<file path="src/rtl/nds_pkg.sv">
package nds_pkg;

  // Phase numbers inside one 500 ns access window.
  localparam int PHASES     = 8;
  localparam int PH_W       = $clog2(PHASES);
  localparam int PH_ROW     = 0;
  localparam int PH_COL_HI  = 1;
  localparam int PH_CAS_HI  = 2;
  localparam int PH_GET_HI  = 3;
  localparam int PH_COL_LO  = 4;
  localparam int PH_CAS_LO  = 5;
  localparam int PH_GET_LO  = 6;
  localparam int PH_END     = 7;

  typedef enum logic [1:0] {
    ADR_NONE,
    ADR_ROW,
    ADR_COL_HI,
    ADR_COL_LO
  } adrSel_e;

  // Control-to-datapath strobes.
  typedef struct packed {
    logic    load;     // capture an address for the coming window
    logic    loadCpu;  // the coming window belongs to the processor
    logic    rasAct;
    logic    casAct;
    adrSel_e adrSel;
    logic    latchHi;
    logic    latchLo;
    logic    winCpu;   // current window owner
  } strb_t;

endpackage

</file>
<file path="src/rtl/nds_ctrl.sv">
module nds_ctrl
  import nds_pkg::*;
(
  input  logic  clk,
  input  logic  rstN,
  input  logic  vidReq,
  input  logic  cpuReq,
  output strb_t strb
);

  logic [PH_W-1:0] phase;
  logic            winCpu;
  logic            busy;
  logic            lastPh;
  logic            nextReq;

  assign lastPh  = (phase == PH_W'(PH_END));
  // The window after the current one is owned by the other side.
  assign nextReq = winCpu ? vidReq : cpuReq;

  always_ff @(posedge clk or negedge rstN) begin
    if (!rstN) begin
      phase  <= PH_W'(PH_END);
      winCpu <= 1'b1;
      busy   <= 1'b0;
    end else begin
      if (lastPh) begin
        phase  <= '0;
        winCpu <= ~winCpu;
        busy   <= nextReq;
      end else begin
        phase  <= phase + PH_W'(1);
      end
    end
  end

  always_comb begin
    strb         = '0;
    strb.winCpu  = winCpu;
    strb.load    = lastPh && nextReq;
    strb.loadCpu = ~winCpu;
    strb.adrSel  = ADR_NONE;
    if (busy) begin
      strb.rasAct  = (phase >= PH_W'(PH_COL_HI)) && (phase <= PH_W'(PH_GET_LO));
      strb.casAct  = (phase == PH_W'(PH_CAS_HI)) || (phase == PH_W'(PH_GET_HI)) ||
                     (phase == PH_W'(PH_CAS_LO)) || (phase == PH_W'(PH_GET_LO));
      strb.latchHi = (phase == PH_W'(PH_GET_HI));
      strb.latchLo = (phase == PH_W'(PH_GET_LO));
      if (phase == PH_W'(PH_ROW))
        strb.adrSel = ADR_ROW;
      else if (phase < PH_W'(PH_COL_LO))
        strb.adrSel = ADR_COL_HI;
      else
        strb.adrSel = ADR_COL_LO;
    end
  end

endmodule

</file>
<file path="src/rtl/nds_datapath.sv">
module nds_datapath
  import nds_pkg::*;
#(
  parameter int MA_W  = 8,
  parameter int NIB_W = 4,
  localparam int ADDR_W = 2 * MA_W - 1,
  localparam int COL_W  = MA_W - 1,
  localparam int BYTE_W = 2 * NIB_W
) (
  input  logic              clk,
  input  logic              rstN,
  input  strb_t             strb,
  input  logic [ADDR_W-1:0] vidAddr,
  input  logic [ADDR_W-1:0] cpuAddr,
  input  logic [NIB_W-1:0]  memData,
  output logic [MA_W-1:0]   memAddr,
  output logic              rowStrobeN,
  output logic              colStrobeN,
  output logic [BYTE_W-1:0] byteData,
  output logic              byteValid,
  output logic              byteOwner
);

  logic [ADDR_W-1:0] addrQ;
  logic [NIB_W-1:0]  hiQ;
  logic [MA_W-1:0]   rowPart;
  logic [COL_W-1:0]  colPart;

  assign rowPart = addrQ[COL_W +: MA_W];
  assign colPart = addrQ[COL_W-1:0];

  always_ff @(posedge clk or negedge rstN) begin
    if (!rstN) begin
      addrQ     <= '0;
      hiQ       <= '0;
      byteData  <= '0;
      byteValid <= 1'b0;
      byteOwner <= 1'b0;
    end else begin
      if (strb.load)
        addrQ <= strb.loadCpu ? cpuAddr : vidAddr;
      if (strb.latchHi)
        hiQ <= memData;
      if (strb.latchLo) begin
        byteData  <= {hiQ, memData};
        byteOwner <= strb.winCpu;
      end
      byteValid <= strb.latchLo;
    end
  end

  always_comb begin
    unique case (strb.adrSel)
      ADR_ROW:    memAddr = rowPart;
      ADR_COL_HI: memAddr = {colPart, 1'b0};
      ADR_COL_LO: memAddr = {colPart, 1'b1};
      default:    memAddr = '0;
    endcase
  end

  assign rowStrobeN = ~strb.rasAct;
  assign colStrobeN = ~strb.casAct;

endmodule

</file>
<file path="src/rtl/nibble_dram_seq.sv">
module nibble_dram_seq
  import nds_pkg::*;
#(
  parameter int MA_W  = 8,
  parameter int NIB_W = 4
) (
  input  logic                clk,
  input  logic                rstN,
  input  logic                vidReq,
  input  logic [2*MA_W-2:0]   vidAddr,
  input  logic                cpuReq,
  input  logic [2*MA_W-2:0]   cpuAddr,
  input  logic [NIB_W-1:0]    memData,
  output logic [MA_W-1:0]     memAddr,
  output logic                rowStrobeN,
  output logic                colStrobeN,
  output logic [2*NIB_W-1:0]  byteData,
  output logic                byteValid,
  output logic                byteOwner
);

  strb_t strb;

  nds_ctrl u_ctrl (
    .clk    (clk),
    .rstN   (rstN),
    .vidReq (vidReq),
    .cpuReq (cpuReq),
    .strb   (strb)
  );

  nds_datapath #(
    .MA_W  (MA_W),
    .NIB_W (NIB_W)
  ) u_dp (
    .clk        (clk),
    .rstN       (rstN),
    .strb       (strb),
    .vidAddr    (vidAddr),
    .cpuAddr    (cpuAddr),
    .memData    (memData),
    .memAddr    (memAddr),
    .rowStrobeN (rowStrobeN),
    .colStrobeN (colStrobeN),
    .byteData   (byteData),
    .byteValid  (byteValid),
    .byteOwner  (byteOwner)
  );

endmodule

</file>
<file path="config.mk">
export PLATFORM = sky130hd
export DESIGN_NAME = nibble_dram_seq
export DESIGN_NICKNAME = d
export VERILOG_FILES = /design/src/rtl/nds_pkg.sv /design/src/rtl/nds_ctrl.sv /design/src/rtl/nds_datapath.sv /design/src/rtl/nibble_dram_seq.sv
export SDC_FILE = /design/constraint.sdc
export NUM_CORES = 1
export LEC_CHECK = 0
export BUFFER_PORTS_ARGS = -buffer_cell sky130_fd_sc_hd__buf_4
export CAP_MARGIN = 20
export CORE_AREA = 2 2 60 62
export CTS_BUF_LIST = sky130_fd_sc_hd__clkbuf_2 sky130_fd_sc_hd__clkbuf_4 sky130_fd_sc_hd__clkbuf_8
export DETAILED_ROUTE_END_ITERATION = 16
export DIE_AREA = 0 0 62 64
export PLACE_DENSITY_LB_ADDON = 0.3
export SLEW_MARGIN = 30
export SYNTH_ARGS = -nofsm -noshare
export SYNTH_HDL_FRONTEND = slang
export SYNTH_HIERARCHICAL = 1
export SYNTH_SLANG_ARGS = --single-unit
</file>
<file path="constraint.sdc">
create_clock -name clk -period 2.34 [get_ports clk]
set_clock_uncertainty 0.15 [all_clocks]
set_input_delay 0.234 -clock clk [delete_from_list [all_inputs] [get_ports clk]]
set_output_delay 0.234 -clock clk [all_outputs]
set_load 0.02 [all_outputs]
</file>
==> results.txt, run 1 <==
----------------------------------------------------
[Clocking]
  Worst-Skew Late Latency ... 320 ps
  Longest Clk Path Bufs ... 2
  Clock tree from TritonCTS ... yes
  H-tree depth reported by CTS ... 2
  Buffer cell driving the clock tree root ... sky130_fd_sc_hd__clkbuf_4
  Clock transition at the registers of the reported paths ... 100 ps
  Num CTS Buffers ... 5
  TritonCTS Sinks ... 34

[Pwr]
  Leakage power summed over all cells ... 1.17 nW
  Combinational Power Share ... 17.5%
  Sequential group share of total power ... between 50% and 60%
  Worst supply voltage drop on vdd ... around 380 uV
  Sw power ... 0.000312 W
  PD cells ... 566 nW/um^2
  Switching part of the total power ... 24.4%
  Power Internal ... 0.000966 W
  Final Total Pwr ... approximately 0.0013 W
  Clock power share ... 30.6%

[Worst setup path]
  Critical path required time ... 1960 ps
  CP endpoint kind ... output port
  Internal reg-to-reg setup slack ... about 400 ps
  Worst Setup Start Kind ... flop
  Worst reg2reg path endpoint ... u_dp/addrQ[6]$_DFFE_PN0P_
  Worst Reg2Reg Path Length in Cells ... 6
  Path type of the worst setup path ... flop to output port
  Critical path peak fanout ... 7
  Arrival time at the worst endpoint ... roughly 1900 ps
  Origin of the critical flop-to-flop path ... u_ctrl/phase[0]$_DFF_PN1_

[STA]
  Max transition margin ... 47.9%
  Top achievable clock speed ... 0.439 GHz
  Max-slew violation count ... 0
  Final period demand of the worst path ... 2280 ps
  Final worst-path cycle share ... around 100%
  Final Hold Fails ... 0
  Unrepaired setup endpoints after global routing ... yes
  Slew @ Worst Pin ... 780 ps
  Worst setup slack after layout ... 64.4 ps
  Setup-failing EPs final ... 0

[Min path]
  Cells on Worst Hold Path ... 3
  Type of the most critical hold path ... input pin to flop
  Origin of the worst min-delay path ... vidAddr[7]
  Worst hold path endpoint ... u_dp/addrQ[7]$_DFFE_PN0P_

[GRT]
  Largest net degree at the start of global routing ... 35
  Global-route wire length before repair ... about 5600 um
  Via count of the first global-routing pass ... 1283
  Routing usage on met1 ... a little under a quarter
  Met2 usage ... around 32%
  GRT Max-Usage Layer ... met2
  Met3 Use GR ... 5.06%
  Number of antenna violations at the first check in global routing ... 0
  Combined global-route utilization of all metal layers ... 19.1%
  Global route total overflow ... 0

[Final layout]
  Ratio of cells with drive above 1 in the final layout ... 47.1%
  Fillers ... between 200 and 300
  Synth-to-layout area growth ... 38.1%
  Number of antenna repair diodes ... 0
  Combined area of the multi-input logic cells ... ~700 sq um
  Total number of nets in the final design ... 249
  Sequential cell area ... 856 sq um

[Yosys]
  Count of warnings emitted by yosys ... 6
  Sequential cell area fraction in the yosys report ... a little over half
  Synthesis-stage register bit count ... 34
  Yosys top cell area share ... 45.9%
  Biggest area contributors in the synthesized netlist ... sky130_fd_sc_hd__dfrtp_1 (46%), sky130_fd_sc_hd__mux2i_1 (9.8%), sky130_fd_sc_hd__mux2_2 (9.0%)
  Post-synth top area cell ... sky130_fd_sc_hd__dfrtp_1
  Mean cell area of the mapped netlist ... 11.8 sq um
  Cell count after synthesis ... 138
  Net count after synthesis ... 182
  Unique cell type count in the Yosys netlist ... 24
  Syn Std Cell Area ... 1630 sq um

[Floorplan]
  Die Outline Area ... 3970 sq um
  Number of ports placed on the die boundary ... 58
  Chip Height ... 64 um
  Number of placement rows ... 21
  Core region area ... between 3000 and 4000 sq um
  Die width ... a little over 60 um
  Starting utilization of the core area ... 49.8%

[Drt]
  DR vias ... about 1300
  Iteration-0 DRC count of the detailed router ... 59
  Wire length per cell ... 13.9 um
  Post-Route WL ... 3500 um
  Count of nets left with antenna violations after detail routing ... 0
  Post-detailed-route via-to-cell ratio ... 4.96
  Number of detailed-route iterations in the first pass ... 4
  DRC ... 0

[Run]
  Maximum capacitance violations ... 0

[Place]
  RD Place Congestion ... between 0.7 and 0.8
  Port Buffers ... 57
  HPWL after detailed placement ... about 2500 um
  Pre-CTS WS ... 366 ps

[Outcome]
  Run status ... finished, final reports clean

----------------------------------------------------
registers in the layout (all words and copies together) (netlist names):
signal,flops
u_dp/addrQ,15
u_dp/byteData,8
u_ctrl/phase,3
u_dp/hiQ,4
u_ctrl/busy,1
u_ctrl/winCpu,1
u_dp/byteValid,1
u_dp/byteOwner,1
per-layer routing:
layer  part of all wire (%)  vias up
li1                       -      611
met1                     39      594
met2                     53       40
met3                    7.1        5
met4                   0.63        0
met5                      0        -
power by group through the flow:
stage	Combinational, W	Sequential [W]	Clock, W
global route	0.000243	0.000670	0.000428
floorplan	0.0000775	0.000692	0
detailed placement	0.000217	0.000675	0
CTS	0.000225	0.000663	0.000398
global placement	0.000209	0.000672	0
finish	0.000224	0.000663	0.000391
repair_timing:
item	4_1_cts	5_1_grt
gates resized for setup	0	8
pin swaps	0	3
endpoints found under the hold margin	39	0
buffers inserted	1	3
hold buffers	5	0
endpoints found under the setup margin	1	9
cells in the final DEF, fill, tap and decap left out, drive strengths merged:
cell / count
buf: 63
dfrtp: 30
nor2: 19
a21oi: 17
mux2i: 16
mux2: 14
inv: 8
clkbuf: 8
a22o: 7
ha: 6
dlygate4sd3: 5
dfstp: 4
nor2b: 2
and2: 1
and4b: 1
a211o: 1
nor4: 1
a311oi: 1
xor2: 1
o21a: 1
worst max-delay path: stages (launching register included):
cell and delay (ps):
sky130_fd_sc_hd__dfstp_2 590, sky130_fd_sc_hd__inv_1 80, sky130_fd_sc_hd__ha_2 180, sky130_fd_sc_hd__a21oi_2 250, sky130_fd_sc_hd__nor2b_4 100, sky130_fd_sc_hd__a22o_1 210, sky130_fd_sc_hd__buf_4 160
Yosys cell counts:
master,number
sky130_fd_sc_hd__nor4_1,1
sky130_fd_sc_hd__nor2b_1,1
sky130_fd_sc_hd__mux2i_1,16
sky130_fd_sc_hd__nor2_1,19
sky130_fd_sc_hd__a311oi_1,1
sky130_fd_sc_hd__a21oi_1,17
sky130_fd_sc_hd__buf_4,1
sky130_fd_sc_hd__buf_12,1
sky130_fd_sc_hd__dfrtp_1,30
sky130_fd_sc_hd__buf_2,3
sky130_fd_sc_hd__nor2b_2,1
sky130_fd_sc_hd__and2_1,1
sky130_fd_sc_hd__o21a_1,1
sky130_fd_sc_hd__dfstp_2,4
sky130_fd_sc_hd__a22o_1,7
sky130_fd_sc_hd__clkbuf_1,2
sky130_fd_sc_hd__and4b_2,1
sky130_fd_sc_hd__ha_1,6
sky130_fd_sc_hd__mux2_2,13
sky130_fd_sc_hd__mux2_4,1
sky130_fd_sc_hd__a211o_1,1
sky130_fd_sc_hd__xor2_1,1
sky130_fd_sc_hd__inv_1,8
sky130_fd_sc_hd__buf_6,1
cell type report:
class / count / area share, %
tap: 46 / 2.55
sequential: 34 / 37.9
timing repair buffer: 68 / 23.5
inverter: 8 / 1.33
multi-input combinational: 88 / 31.2
clock buffer: 8 / 3.49
stage by stage:
step	hold slack (ps)	TNS, ps	area (sq um)	utilization [%]	std cells
3_5_place_dp	48.2	0	2080	63.2	235
6_report	61.5	0	2260	68.7	252
4_1_cts	56.0	0	2210	67.4	249
5_1_grt	52.7	-113	2260	68.7	252
2_1_floorplan	-212	0	1630	-	138
3_3_place_gp	45.4	0	2080	63.2	235
worst max-delay path by stage:
stage / startpoint / endpoint / slack, ps / cells past startpoint
after floorplan: u_ctrl/phase[0]$_DFF_PN1_ / colStrobeN / 480 / 5
after global placement: u_ctrl/phase[0]$_DFF_PN1_ / memAddr[2] / 420 / 7
after detailed placement: u_ctrl/phase[0]$_DFF_PN1_ / memAddr[1] / 370 / 7
after CTS: u_ctrl/phase[0]$_DFF_PN1_ / memAddr[1] / 20 / 7
after global routing: u_ctrl/phase[1]$_DFF_PN1_ / memAddr[1] / -30 / 6
final: u_ctrl/phase[1]$_DFF_PN1_ / memAddr[4] / 60 / 6
cell families after synthesis:
logic type	share of synthesized area, %
AOI/OAI and AO/OA	10.5
xor gates and xnor gates	0.536
adders and majority gates	4.59
buffers and inverters	5.59
DFF	52.4
muxes	19.7
and+or+nand+nor	6.74
Note: power is estimated with default switching activity, not from simulation.
==> inputs of run 2 (changes only) <==
Settings changed: REMOVE_ABC_BUFFERS set to 1.
==> results.txt, run 2 (same netlist as run 1, synthesis figures left out) <==
----------------------------------------------------
[Outcome]
  Run status ... finished, final reports clean

[STA]
  Unrepaired setup endpoints after global routing ... no
  Slew @ Worst Pin ... 729 ps
  Final period demand of the worst path ... 2240 ps
  Total Negative Setup Slacks ... 0 ps
  Final hold slack ... 30.8 ps
  Top achievable clock speed ... approximately 0.45 GHz
  Final worst-path cycle share ... 95.8%
  Max transition margin ... 51.4%
  Final Hold Fails ... 0
  Max-slew violation count ... 0
  Setup-failing EPs final ... 0

[Clocking]
  Clock tree from TritonCTS ... yes
  Buffer cell driving the clock tree root ... sky130_fd_sc_hd__clkbuf_4
  Worst-Skew Late Latency ... between 300 and 400 ps
  H-tree depth reported by CTS ... 2
  Longest Clk Path Bufs ... 2
  TritonCTS Sinks ... 34
  Clock transition at the registers of the reported paths ... 110 ps
  Num CTS Buffers ... 5

[Worst setup path]
  Arrival time at the worst endpoint ... 1860 ps
  CP endpoint kind ... output port
  Path type of the worst setup path ... flop to output port
  Worst Setup Start Kind ... flop
  Critical path peak fanout ... 7
  Critical path required time ... 1960 ps

[Final layout]
  Ratio of cells with drive above 1 in the final layout ... 48.0%
  Flip-flop count of the largest register after layout ... 15
  Sequential cell area ... 856 sq um
  Final core utilization ... 68.7%
  Fillers ... about 250
  Number of antenna repair diodes ... 0
  Combined area of the multi-input logic cells ... about 710 sq um
  Total number of nets in the final design ... 247
  Commonest cells after routing, fill and taps aside ... sky130_fd_sc_hd__buf_4 (58), sky130_fd_sc_hd__dfrtp_1 (30), sky130_fd_sc_hd__nor2_1 (19)
  Register bank with the most flops ... u_dp/addrQ
  Synth-to-layout area growth ... 38.1%
  Commonest non-fill, non-tap cell in the layout ... sky130_fd_sc_hd__buf_4
  Largest registers ... u_dp/addrQ x15, u_dp/byteData x8, u_dp/hiQ x4

[Pwr]
  Leakage power summed over all cells ... about 1.1 nW
  PD cells ... 585 nW/um^2
  Worst supply voltage drop on vdd ... 365 uV

[Min path]
  Type of the most critical hold path ... input pin to flop

[Place]
  RD Place Congestion ... 0.674
  HPWL after detailed placement ... around 2400 um
  Port Buffers ... 57

[Floorplan]
  Die Outline Area ... 3970 sq um
  Die width ... approximately 62 um
  Number of placement rows ... 21
  Core region area ... 3280 sq um
  Number of ports placed on the die boundary ... 58
  Starting utilization of the core area ... between 40% and 50%
  Chip Height ... 64 um

[Run]
  Maximum capacitance violations ... 0

[Drt]
  Iteration-0 DRC count of the detailed router ... 20
  Wire length per cell ... 13.2 um
  Number of detailed-route iterations in the first pass ... 4
  Count of nets left with antenna violations after detail routing ... 0
  Post-Route WL ... 3300 um
  DRC ... 0
  Post-detailed-route via-to-cell ratio ... just over 5
  DR vias ... about 1300

[GRT]
  Global-route wire length before repair ... between 5000 and 6000 um
  Number of antenna violations at the first check in global routing ... 0
  Largest net degree at the start of global routing ... 35
  Via count of the first global-routing pass ... 1288
  Global route total overflow ... 0
  Combined global-route utilization of all metal layers ... 18.5%

----------------------------------------------------
[run 2: cell count changes in the layout (fill, tap and decap cells not counted), sizes merged]
| cell | before | now |
|---|---|---|
| buf | 63 | 61 |
| bufinv | 0 | 1 |
| clkbuf | 8 | 5 |
| clkinvlp | 0 | 2 |
[run 2: cell type report]
type	count	area share, %
clock buffers	5	1.66
flip-flops and latches	34	37.9
well taps	46	2.55
inverters	8	1.33
multi-input cells	88	31.5
repair buffers	66	23.0
clock inverters	3	2.00
[run 2: worst paths after layout]
kind | from | to | slack, ps | depth (start not counted)
worst max-delay path | u_ctrl/phase[0]$_DFF_PN1_ | memAddr[4] | 100 | 6
worst min register to register | u_dp/hiQ[0]$_DFFE_PN0P_ | u_dp/hiQ[0]$_DFFE_PN0P_ | 360 | 1
min in group asynchronous | rstN | u_dp/byteData[2]$_DFFE_PN0P_ | 200 | 2
max in group asynchronous | rstN | u_ctrl/phase[1]$_DFF_PN1_ | 1510 | 2
worst min-delay path | vidAddr[2] | u_dp/addrQ[2]$_DFFE_PN0P_ | 30 | 3
worst max register to register | u_ctrl/phase[0]$_DFF_PN1_ | u_dp/addrQ[12]$_DFFE_PN0P_ | 350 | 7
[run 2: worst max-delay path, stage by stage, from the launching register on]
cell and delay, ps:
sky130_fd_sc_hd__dfstp_2 570, sky130_fd_sc_hd__inv_2 50, sky130_fd_sc_hd__ha_2 180, sky130_fd_sc_hd__a21oi_2 230, sky130_fd_sc_hd__nor2b_4 100, sky130_fd_sc_hd__a22o_1 220, sky130_fd_sc_hd__buf_4 160
[run 2: where the power goes]
group | internal [W] | switching (W) | total [W]
Combinational | 0.000124 | 0.0000977 | 0.000222
Clock | 0.000224 | 0.000209 | 0.000433
Sequential | 0.000637 | 0.0000270 | 0.000664
[run 2: layer usage]
metal	vias up	track usage, %	part of all wire [%]	routed length (um)
li1	606	-	-	-
met1	611	20.8	39	1290
met2	51	30.5	50	1660
met3	8	7.09	8.0	265
met4	0	7.45	2.4	79
met5	-	0	0	0
[run 2: timing repair]
item | 4_1_cts | 5_1_grt
hold buffers | 5 | 0
resized for setup | 1 | 12
pin swaps | 0 | 3
setup endpoints to repair | 8 | 8
endpoints found under the hold margin | 42 | 0
buffers inserted | 2 | 0
[run 2: stage by stage]
stage | instance area, sq um | worst slack [ps] | power [W] | cells
4_1_cts | 2230 | 1.48 | 0.00134 | 250
2_1_floorplan | 1570 | -103 | 0.000768 | 130
3_5_place_dp | 2080 | 354 | 0.000891 | 235
6_report | 2260 | 99.4 | 0.00132 | 250
3_3_place_gp | 2080 | 417 | 0.000882 | 235
5_1_grt | 2260 | 5.49 | 0.00139 | 250
==> inputs of run 3 (changes only) <==
Clock period 2.34 ns to 2.5 ns, I/O delays scaled along.
==> results.txt, run 3 (same netlist as run 1, synthesis figures left out) <==
----------------------------------------------------
[Place]
  Port Buffers ... 57
  RD Place Congestion ... around 0.67
  HPWL after detailed placement ... 2370 um
  Placed Instances ... 235

[Drt]
  Wire length per cell ... ~13 um
  Post-detailed-route via-to-cell ratio ... ~5.0
  Post-Route WL ... 3190 um
  Number of detailed-route iterations in the first pass ... 4
  DR vias ... around 1200
  Count of nets left with antenna violations after detail routing ... 0
  Iteration-0 DRC count of the detailed router ... 46
  DRC ... 0

[Final layout]
  Fillers ... 250
  Commonest non-fill, non-tap cell in the layout ... sky130_fd_sc_hd__buf_4
  Combined area of the multi-input logic cells ... 689 sq um
  Synth-to-layout area growth ... 34.8%
  Total number of nets in the final design ... between 200 and 250
  Ratio of cells with drive above 1 in the final layout ... 43.6%
  Largest registers ... u_dp/addrQ x15, u_dp/byteData x8, u_dp/hiQ x4
  Number of antenna repair diodes ... 0
  Sequential cell area ... 856 sq um
  Flip-flop count of the largest register after layout ... 15
  Register bank with the most flops ... u_dp/addrQ
  Commonest cells after routing, fill and taps aside ... sky130_fd_sc_hd__buf_4 (59), sky130_fd_sc_hd__dfrtp_1 (30), sky130_fd_sc_hd__nor2_1 (19)
  Number of cells in the finished layout apart from fillers ... 248

[Clocking]
  Clock tree from TritonCTS ... yes
  TritonCTS Sinks ... 34
  H-tree depth reported by CTS ... 2
  Clock transition at the registers of the reported paths ... around 100 ps
  Longest Clk Path Bufs ... 2
  Num CTS Buffers ... 5
  Worst-Skew Late Latency ... 340 ps
  Buffer cell driving the clock tree root ... sky130_fd_sc_hd__clkbuf_4

[GRT]
  Met3 Use GR ... 6.48%
  Largest net degree at the start of global routing ... 35
  Combined global-route utilization of all metal layers ... 18.2%
  Global-route wire length before repair ... 5260 um
  Met2 usage ... 30.1%
  Routing usage on met1 ... 20.9%
  Via count of the first global-routing pass ... 1268
  Global route total overflow ... 0
  Number of antenna violations at the first check in global routing ... 0
  GRT Max-Usage Layer ... met2

[STA]
  Top achievable clock speed ... 0.422 GHz
  Max transition margin ... 51.1%
  Slew @ Worst Pin ... 733 ps
  Max-slew violation count ... 0
  Final hold slack ... between 60 and 70 ps
  Final period demand of the worst path ... 2370 ps
  Final worst-path cycle share ... ~95%
  Unrepaired setup endpoints after global routing ... no
  Setup-failing EPs final ... 0
  Total Negative Setup Slacks ... 0 ps
  Final Hold Fails ... 0

[Run]
  Maximum capacitance violations ... 0

[Worst setup path]
  Worst Setup Start Kind ... flop
  Cells traversed along the worst timing path ... inv_1, ha_1, nor2_1, nor2_1, nor2b_2, a22o_1, buf_4
  Crit path largest cell delay ... 590 ps
  CP max stage cell ... sky130_fd_sc_hd__dfstp_2
  CP endpoint kind ... output port
  Critical path required time ... 2100 ps
  Arrival time at the worst endpoint ... 1970 ps
  Critical path peak fanout ... 7
  Path type of the worst setup path ... flop to output port
  Most frequent cell on the critical path ... sky130_fd_sc_hd__nor2_1

[Floorplan]
  Starting utilization of the core area ... 49.8%
  Core region area ... around 3300 sq um
  Die width ... 62 um
  Number of placement rows ... 21
  Die Outline Area ... 3970 sq um
  Number of ports placed on the die boundary ... just under 60
  Chip Height ... between 60 and 70 um

[Min path]
  Type of the most critical hold path ... input pin to flop

[Pwr]
  Leakage power summed over all cells ... about 1.1 nW
  Worst supply voltage drop on vdd ... approximately 460 uV
  PD cells ... 552 nW/um^2

[Outcome]
  Run status ... finished, final reports clean

----------------------------------------------------
-- run 3: power breakdown --
| group | internal, W | switching [W] |
|---|---|---|
| clock network | 0.000207 | 0.000182 |
| registers | 0.000596 | 0.0000254 |
| logic | 0.000115 | 0.0000908 |
-- run 3: per-stage QoR --
step	util, %	cell area (sq um)	total power, W	setup slack, ps
6_report	67.1	2200	0.00122	133
2_1_floorplan	-	1570	0.000719	57.3
3_5_place_dp	63.2	2080	0.000834	485
4_1_cts	67.1	2200	0.00124	97.7
5_1_grt	67.1	2200	0.00129	5.07
3_3_place_gp	63.2	2080	0.000826	561
-- run 3: routing by layer --
layer	part of all wire (%)	routed length, um
met4	0.81	26
met3	6.4	204
met1	42	1340
met5	0	0
met2	51	1630
-- run 3: cell type report --
type	count	share of cell area, %
sequential	34	38.8
multi-input combinational	88	31.3
timing repair buffer	64	22.4
tap	46	2.61
clock inverter	3	1.82
clock buffer	5	1.70
inverter	8	1.36
-- run 3: path summary, 6_finish.rpt --
check	from	endpoint	slack (ps)	cells after the start
setup / recovery	u_ctrl/phase[0]$_DFF_PN1_	memAddr[2]	130	7
hold / removal	vidAddr[8]	u_dp/addrQ[8]$_DFFE_PN0P_	60	3
setup reg to reg	u_ctrl/phase[0]$_DFF_PN1_	u_dp/addrQ[4]$_DFFE_PN0P_	590	6
hold reg to reg	u_dp/hiQ[2]$_DFFE_PN0P_	u_dp/byteData[6]$_DFFE_PN0P_	370	1
max in group asynchronous	rstN	u_ctrl/phase[1]$_DFF_PN1_	1620	2
min in group asynchronous	rstN	u_dp/byteData[2]$_DFFE_PN0P_	240	2
-- run 3: critical path, delay by kind of cell, from the launching register on --
family | cells | cell delay (ps)
compound gates | 1 | 230
fa+ha+maj | 1 | 210
buf+inv | 2 | 240
flops | 1 | 590
simple gates | 3 | 370
-- run 3: what timing repair did --
action | in CTS | in global routing
hold endpoints to repair | 39 | 0
resized for setup | 0 | 0
buffers inserted | 0 | 0
hold buffers | 5 | 0
